`src/rtl/led_core_pkg.sv`:
```
package led_core_pkg;
  localparam int unsigned DEF_CH     = 16;
  localparam int unsigned DEF_STAGES = 2;
  localparam int unsigned DEF_MIN_ON = 8;

  typedef struct packed {
    logic sclk_rise;
    logic lat_rise;
  } strobe_t;
endpackage

```
`src/rtl/sync_chain.sv`:
```
module sync_chain #(
  parameter int unsigned W       = 1,
  parameter int unsigned STAGES  = 2,
  parameter logic        RST_VAL = 1'b0
) (
  input  logic         clk,
  input  logic         rst,
  input  logic [W-1:0] d,
  output logic [W-1:0] q
);
  logic [W-1:0] stg [STAGES];

  always_ff @(posedge clk) begin
    if (rst) begin
      for (int i = 0; i < STAGES; i++) stg[i] <= {W{RST_VAL}};
    end else begin
      stg[0] <= d;
      for (int i = 1; i < STAGES; i++) stg[i] <= stg[i-1];
    end
  end

  assign q = stg[STAGES-1];
endmodule

```
`src/rtl/onoff_shifter.sv`:
```
module onoff_shifter #(
  parameter int unsigned CH = 16
) (
  input  logic          clk,
  input  logic          rst,
  input  logic          shift_en,
  input  logic          load_en,
  input  logic          sin,
  input  logic [CH-1:0] status,
  output logic [CH-1:0] shreg,
  output logic [CH-1:0] onoff
);
  always_ff @(posedge clk) begin
    if (rst) begin
      shreg <= '0;
      onoff <= '0;
    end else begin
      if (load_en) onoff <= shreg;
      unique case ({load_en, shift_en})
        2'b11:   shreg <= {status[CH-2:0], sin};
        2'b10:   shreg <= status;
        2'b01:   shreg <= {shreg[CH-2:0], sin};
        default: shreg <= shreg;
      endcase
    end
  end
endmodule

```
`src/rtl/fault_status.sv`:
```
module fault_status #(
  parameter int unsigned CH     = 16,
  parameter int unsigned MIN_ON = 8
) (
  input  logic          clk,
  input  logic          rst,
  input  logic          blank,
  input  logic [CH-1:0] chan_en,
  input  logic [CH-1:0] open_flag,
  input  logic          hot,
  output logic [CH-1:0] status
);
  localparam int unsigned CW = $clog2(MIN_ON + 1);
  localparam logic [CW-1:0] CMAX = CW'(MIN_ON);

  logic [CH-1:0] qual;
  logic [CH-1:0] live;

  for (genvar n = 0; n < CH; n++) begin : g_chan
    logic [CW-1:0] cnt;
    always_ff @(posedge clk) begin
      if (rst || !chan_en[n]) cnt <= '0;
      else if (cnt != CMAX)   cnt <= cnt + 1'b1;
    end
    assign qual[n] = (cnt == CMAX);
  end

  assign live = hot ? {CH{1'b1}} : (chan_en & qual & open_flag);

  always_ff @(posedge clk) begin
    if (rst)         status <= '0;
    else if (!blank) status <= live;
  end
endmodule

```
`src/rtl/led_onoff_core.sv`:
```
module led_onoff_core
  import led_core_pkg::*;
#(
  parameter int unsigned CH     = DEF_CH,
  parameter int unsigned STAGES = DEF_STAGES,
  parameter int unsigned MIN_ON = DEF_MIN_ON
) (
  input  logic          clk,
  input  logic          rst,
  input  logic          ser_clk_i,
  input  logic          ser_data_i,
  input  logic          ser_latch_i,
  input  logic          blank_i,
  input  logic [CH-1:0] open_flag_i,
  input  logic          hot_i,
  output logic          ser_data_o,
  output logic [CH-1:0] chan_en_o
);
  logic [2:0]    ctl_s;
  logic          blank_q;
  logic          sclk_d, lat_d;
  strobe_t       stb;
  logic          sin_q;
  logic [CH-1:0] shreg_q, onoff_q, stat_q;

  sync_chain #(.W(3), .STAGES(STAGES), .RST_VAL(1'b0)) u_ctl_sync (
    .clk(clk), .rst(rst),
    .d({ser_data_i, ser_latch_i, ser_clk_i}), .q(ctl_s)
  );

  sync_chain #(.W(1), .STAGES(STAGES), .RST_VAL(1'b1)) u_blank_sync (
    .clk(clk), .rst(rst), .d(blank_i), .q(blank_q)
  );

  always_ff @(posedge clk) begin
    if (rst) begin
      sclk_d <= 1'b0;
      lat_d  <= 1'b0;
    end else begin
      sclk_d <= ctl_s[0];
      lat_d  <= ctl_s[1];
    end
  end

  assign stb.sclk_rise = ctl_s[0] & ~sclk_d;
  assign stb.lat_rise  = ctl_s[1] & ~lat_d;
  assign sin_q         = ctl_s[2];

  onoff_shifter #(.CH(CH)) u_shift (
    .clk(clk), .rst(rst),
    .shift_en(stb.sclk_rise), .load_en(stb.lat_rise),
    .sin(sin_q), .status(stat_q),
    .shreg(shreg_q), .onoff(onoff_q)
  );

  fault_status #(.CH(CH), .MIN_ON(MIN_ON)) u_fault (
    .clk(clk), .rst(rst), .blank(blank_q),
    .chan_en(chan_en_o), .open_flag(open_flag_i), .hot(hot_i),
    .status(stat_q)
  );

  assign chan_en_o  = blank_q ? '0 : onoff_q;
  assign ser_data_o = shreg_q[CH-1];
endmodule

```
`config.mk`:
```
export PLATFORM = sky130hd
export DESIGN_NAME = led_onoff_core
export DESIGN_NICKNAME = d
export VERILOG_FILES = /design/src/rtl/led_core_pkg.sv /design/src/rtl/sync_chain.sv /design/src/rtl/onoff_shifter.sv /design/src/rtl/fault_status.sv /design/src/rtl/led_onoff_core.sv
export SDC_FILE = /design/constraint.sdc
export NUM_CORES = 1
export LEC_CHECK = 0
export CAP_MARGIN = 10
export CORE_ASPECT_RATIO = 0.9
export CORE_MARGIN = 2
export CORE_UTILIZATION = 60
export DETAILED_ROUTE_END_ITERATION = 8
export GPL_ROUTABILITY_DRIVEN = 0
export GPL_TIMING_DRIVEN = 1
export PLACE_DENSITY = 0.81
export SLEW_MARGIN = 15
export SYNTH_ARGS = -nofsm -noshare
export SYNTH_HDL_FRONTEND = slang
export SYNTH_SLANG_ARGS = --single-unit
```
`constraint.sdc`:
```
create_clock -name clk -period 3.3 [get_ports clk]
set_input_delay 0.66 -clock clk [delete_from_list [all_inputs] [get_ports clk]]
set_output_delay 0.66 -clock clk [all_outputs]
set_load 0.05 [all_outputs]
```
# [After elaboration in Yosys (flattened, before gate mapping)]
# Memory sizes are Yosys's and may differ from the RTL's.
# Cells that the tools add are included.
[totals] ram_bits=8 mem_count=2 reg_bits=114 output_inout_bits=17 word_cells=127 input_bits=23
[op_classes] muxes=10 n_addsub=16 bitwise=10 eq_ne=35 n_reduce_logical=33
[mem_list] name="u_ctl_sync.stg" depth=2 word_bits=3 rd=2 rd_ports_with_merged_regs=0 write_ports=2 line_no="sync_chain.sv:11" rtl="logic [W-1:0] stg [STAGES];"
[mem_list] name="u_blank_sync.stg" depth=2 word_bits=1 rd=2 rd_ports_with_merged_regs=0 write_ports=2 line_no="sync_chain.sv:11"
[op_table] operator="4-bit by 1-bit adder with 4-bit output (second input constant)" n=16
[op_table] operator="4-bit == test (second input constant)" n=16
[op_table] operator="4-bit inequality test (second input constant)" n=16
[op_table] operator="16-bit one-hot mux with 3 select lines" n=1
[op_table] operator="16-bit AND" n=2
[op_table] operator="16-bit 2-to-1 mux" n=2
[op_table] operator="1-bit zero test" n=16
[op_table] operator="1-bit logical OR" n=16
[op_table] operator="3-bit 2-to-1 mux" n=2
[op_table] operator="1-bit 2-to-1 mux" n=5
[op_table] operator="2-bit == test (second input constant)" n=2
[op_table] operator="1-bit OR" n=4
[op_table] operator="3-bit nonzero test" n=1
[op_table] operator="1-bit AND" n=2
[op_table] operator="2-bit by 1-bit == test with 1-bit output (second input constant)" n=1
[op_table] operator="1-bit inverter" n=2

# [Longest topological paths before layout]
[depth] ltp_word=4 ltp_mapped=10 depth_no_buf=6

# [Cells and area by module]
# From an unflattened synthesis, not the netlist that was laid out.
[hier_totals] hier_cells=570 hier_area_um2=5601.6
[modules_own_cells] module="fault_status" area_per_inst_um2=3683.5 cells_per_inst=391 n_inst=1
[modules_own_cells] module="onoff_shifter" area_per_inst_um2=1476.4 cells_per_inst=137 n_inst=1
[modules_own_cells] module="led_onoff_core" area_per_inst_um2=209.0 cells_per_inst=23 n_inst=1
[modules_own_cells] module="sync_chain (u_ctl_sync)" area_per_inst_um2=180.2 cells_per_inst=15 n_inst=1
[modules_own_cells] module="sync_chain (u_blank_sync)" area_per_inst_um2=52.6 cells_per_inst=4 n_inst=1

# [Worst setup path after synthesis]
# OpenSTA, ideal clock, no wires.
[synth_path] path_kind="register to output" start="mem u_blank_sync.stg[1][0], in the netlist u_blank_sync.stg[0][1]" end="out chan_en_o[10]" path_slack_ns=1.391 path_stages_with_launch=3 arrival_ns=1.249 cell_sequence="dfxtp_1 clkbuf_1 nor2b_1"
[synth_lines] item="start: declaration" line_no="sync_chain.sv:11"
[synth_lines] item="end: declaration" line_no="led_onoff_core.sv:17" rtl="output logic [CH-1:0] chan_en_o"

==> impl_metrics.csv <==
group,metric,value,unit
finish,final_cells,799,
global_route,grt_start_max_net_pins,59,
logic_synthesis,synth_top_area_share,43.24,%
clock_network,htree_levels,4,
critical_path,cp_slowest_cell,"clkdlybuf4s50_1",
route,drt-initial-drc-count,288,
critical_path,critPathLaunch,"u_blank_sync.stg[0][1]",
clock_network,clk_latency,0.52,ns
route,vias,4425,
floorplan,start_util,61.89,%
placement,place_hpwl,7646,um
pwr,power.density,553.1,mW/mm2
clock_network,path_clk_slew,0.06,ns
finish,utilization,73.88,%
critical_path,critPathMaxStageDelay,0.82,ns
logic_synthesis,synthMuxAreaShare,2.836,%
floorplan,fp.dieH,96.04,um
timing,final_max_slew_viol_count,0,
route,wl,11870,um
logic_synthesis,synth-compound-area-share,12.98,%
timing,finalSetupViolCount,0,
finish,diodes,0,
timing,period_minus_slack,2.733,ns
route,route.detailed.drc,0,
clock_network,ctsHoldBuffers,0,
global_route,track_usage,24.78,%
logic_synthesis,yosys.area_share.simple,23.00,%
logic_synthesis,synthXorXnorAreaFrac,4.962,%
critical_path,critPathKind,"reg2out",
outcome,outcome,"finished, final reports clean",
floorplan,die_area,0.01021,mm2
pwr,p_leak,2.387,nW
timing,tns,0,ns
logic_synthesis,synthTopCellsByCount,"dfxtp_1 (122), nand2_1 (82), nor2_1 (54)",
global_route,grt.overflow.total,0,
logic_synthesis,netlist_instances,626,
worst_hold_path,min_path_type,"reg2reg",
critical_path,cp_max_fo,24,
timing,whs,0.4170,ns
timing,hold_viol,0,
logic_synthesis,synth_top_family_by_area,"simple AND/OR/NAND/NOR gates",
logic_synthesis,ys_ff_latch,122,
logic_synthesis,ys_types,33,
floorplan,core,0.009125,mm2
logic_synthesis,synth_area_leaders,"dfxtp_1 (43%), ha_1 (7.8%), nand2_1 (5.4%)",
floorplan,row_count,33,
route,drtPass1Iterations,6,
logic_synthesis,yosysTopAreaCell,"dfxtp_1",
critical_path,reg2reg_slack,0.88,ns
timing,fmax,365.9,MHz
clock_network,root_buffer,"clkbuf_8",
clock_network,tritoncts,"done",
clock_network,clk_path_buf_depth,2,
timing,fin_skew,0.008455,ns
finish,final_area,0.006741,mm2
timing,slew-limit-headroom,30.91,%
worst_hold_path,hold_start,"u_blank_sync.stg[0][0]",
timing,rsz0062_at_grt,"false",
clock_network,cts.sinks,122,
floorplan,io_pins,40,
critical_path,endpoint_kind,"output pin",
critical_path,critPathBufInv,2,
timing,worstMarginPinSlew,1.036,ns
logic_synthesis,synth_warnings,0,
placement,placed_area,0.006086,mm2
logic_synthesis,async_flop_share,0,%
logic_synthesis,syn_avg_cell_area,9.022,um2
logic_synthesis,synth_area,0.005648,mm2
logic_synthesis,synth_nets,684,
finish,layout-drive-gt1-share,7.681,%
pwr,peakVddDrop,448.6,uV
route,detail-route-antenna-nets,0,
critical_path,reg2reg_from,"u_ctl_sync.stg[0][4]",
logic_synthesis,synth-edff-count,0,
finish,layout-area-overhead-vs-synth,19.36,%
placement,port_buffers,39,
global_route,grt_pass1_wl,19910,um
clock_network,cts_buffers,17,
route,vias_per_cell,5.538,
clock_network,ctsResizeCount,0,
critical_path,required,2.64,ns
placement,placed_cells,767,
logic_synthesis,synth.most_common_cell,"dfxtp_1",
logic_synthesis,synth_adder_area_share,7.754,%
logic_synthesis,synthFlopType,"dfxtp_1",
critical_path,cp-start-kind,"flip-flop",
pwr,power.total,3.729,mW
clock_network,post_cts_buffers,0,
run,maxCapViolations,0,
placement,post-place-ws,0.9215,ns
finish,fin_nets,722,
global_route,antenna_found_initial,0,
timing,post-route-period-util,82.82,%
route,wl_per_cell,14.86,um
global_route,grt_pass1_vias,4328,
floorplan,die_w,106.3,um
critical_path,critical_path.cell_chain,"buf_4, nor2b_1, clkdlybuf4s50_1",
logic_synthesis,yosysSeqAreaShare,43.24,%
critical_path,critPathArrivalTime,2.07,ns
timing,worst_slack,0.5670,ns
critical_path,crit_family,"buffers and inverters",
-- worst paths after layout --
kind | endpoint | cells after the start
max reg2reg | u_shift.shreg[11] | 7
min reg2reg | u_blank_sync.stg[0][1] | 1
max | chan_en_o[1] | 3
min | u_blank_sync.stg[0][1] | 1
-- flip-flops by register name, indices dropped and copies added (netlist names) --
| name | cells |
|---|---|
| u_fault.g_chan.cnt | 64 |
| u_fault.status | 16 |
| u_shift.onoff | 16 |
| u_shift.shreg | 16 |
| u_ctl_sync.stg | 6 |
| u_blank_sync.stg | 2 |
| lat_d | 1 |
| sclk_d | 1 |
-- logic make-up after synthesis --
logic type      count (synthesis)
fa+ha+maj                      35
flops                         122
mux                            16
simple gates                  254
xor+xnor                       32
buf+inv                        67
compound gates                100
-- per-layer routing --
layer  GRT usage [%]  vias to the layer above  wire, um  share of wire (%)
li1                -                     2176         -                  -
met1           28.14                     2120      4979                 42
met2           45.25                      113      6131                 52
met3           6.567                       16       643                5.4
met4           8.882                        0       118               0.99
met5               0                        -         0                  0
-- cell type report --
cell class | count | area (um2)
Clock inverter | 12 | 220.2
Tap cell | 122 | 152.6
Timing Repair Buffer | 44 | 422.9
Fill cell | 646 | 2384
Inverter | 42 | 157.7
Clock buffer | 20 | 435.4
Multi-Input combinational cell | 437 | 2910
Sequential cell | 122 | 2442
-- placed cells by master, fill, tap and decap left out, drive strengths merged --
master,instances
bufinv,6
dfxtp,122
nand2,82
mux2i,16
ha,35
nand3b,20
clkinvlp,4
o21a,4
a22oi,1
nor2b,37
clkbuf,20
xnor2,16
inv,42
xor2,16
nand2b,17
a31oi,13
o21ai,1
nor2,55
a21oi,51
a221o,15
o211ai,14
and3b,12
nand3,16
clkinv,2
clkdlybuf4s50,38
nor3,12
or2,3
a221oi,1
buf,6
-- power by group --
group          leakage, nW  internal, mW  switching (mW)  total [mW]
Sequential           0.988          1.50          0.0221        1.52
Combinational         1.09        0.0658          0.0818       0.148
Clock                0.307          1.40           0.663        2.06
Total                 2.39          2.96           0.767        3.73
Power figures use the tool's default switching activity.
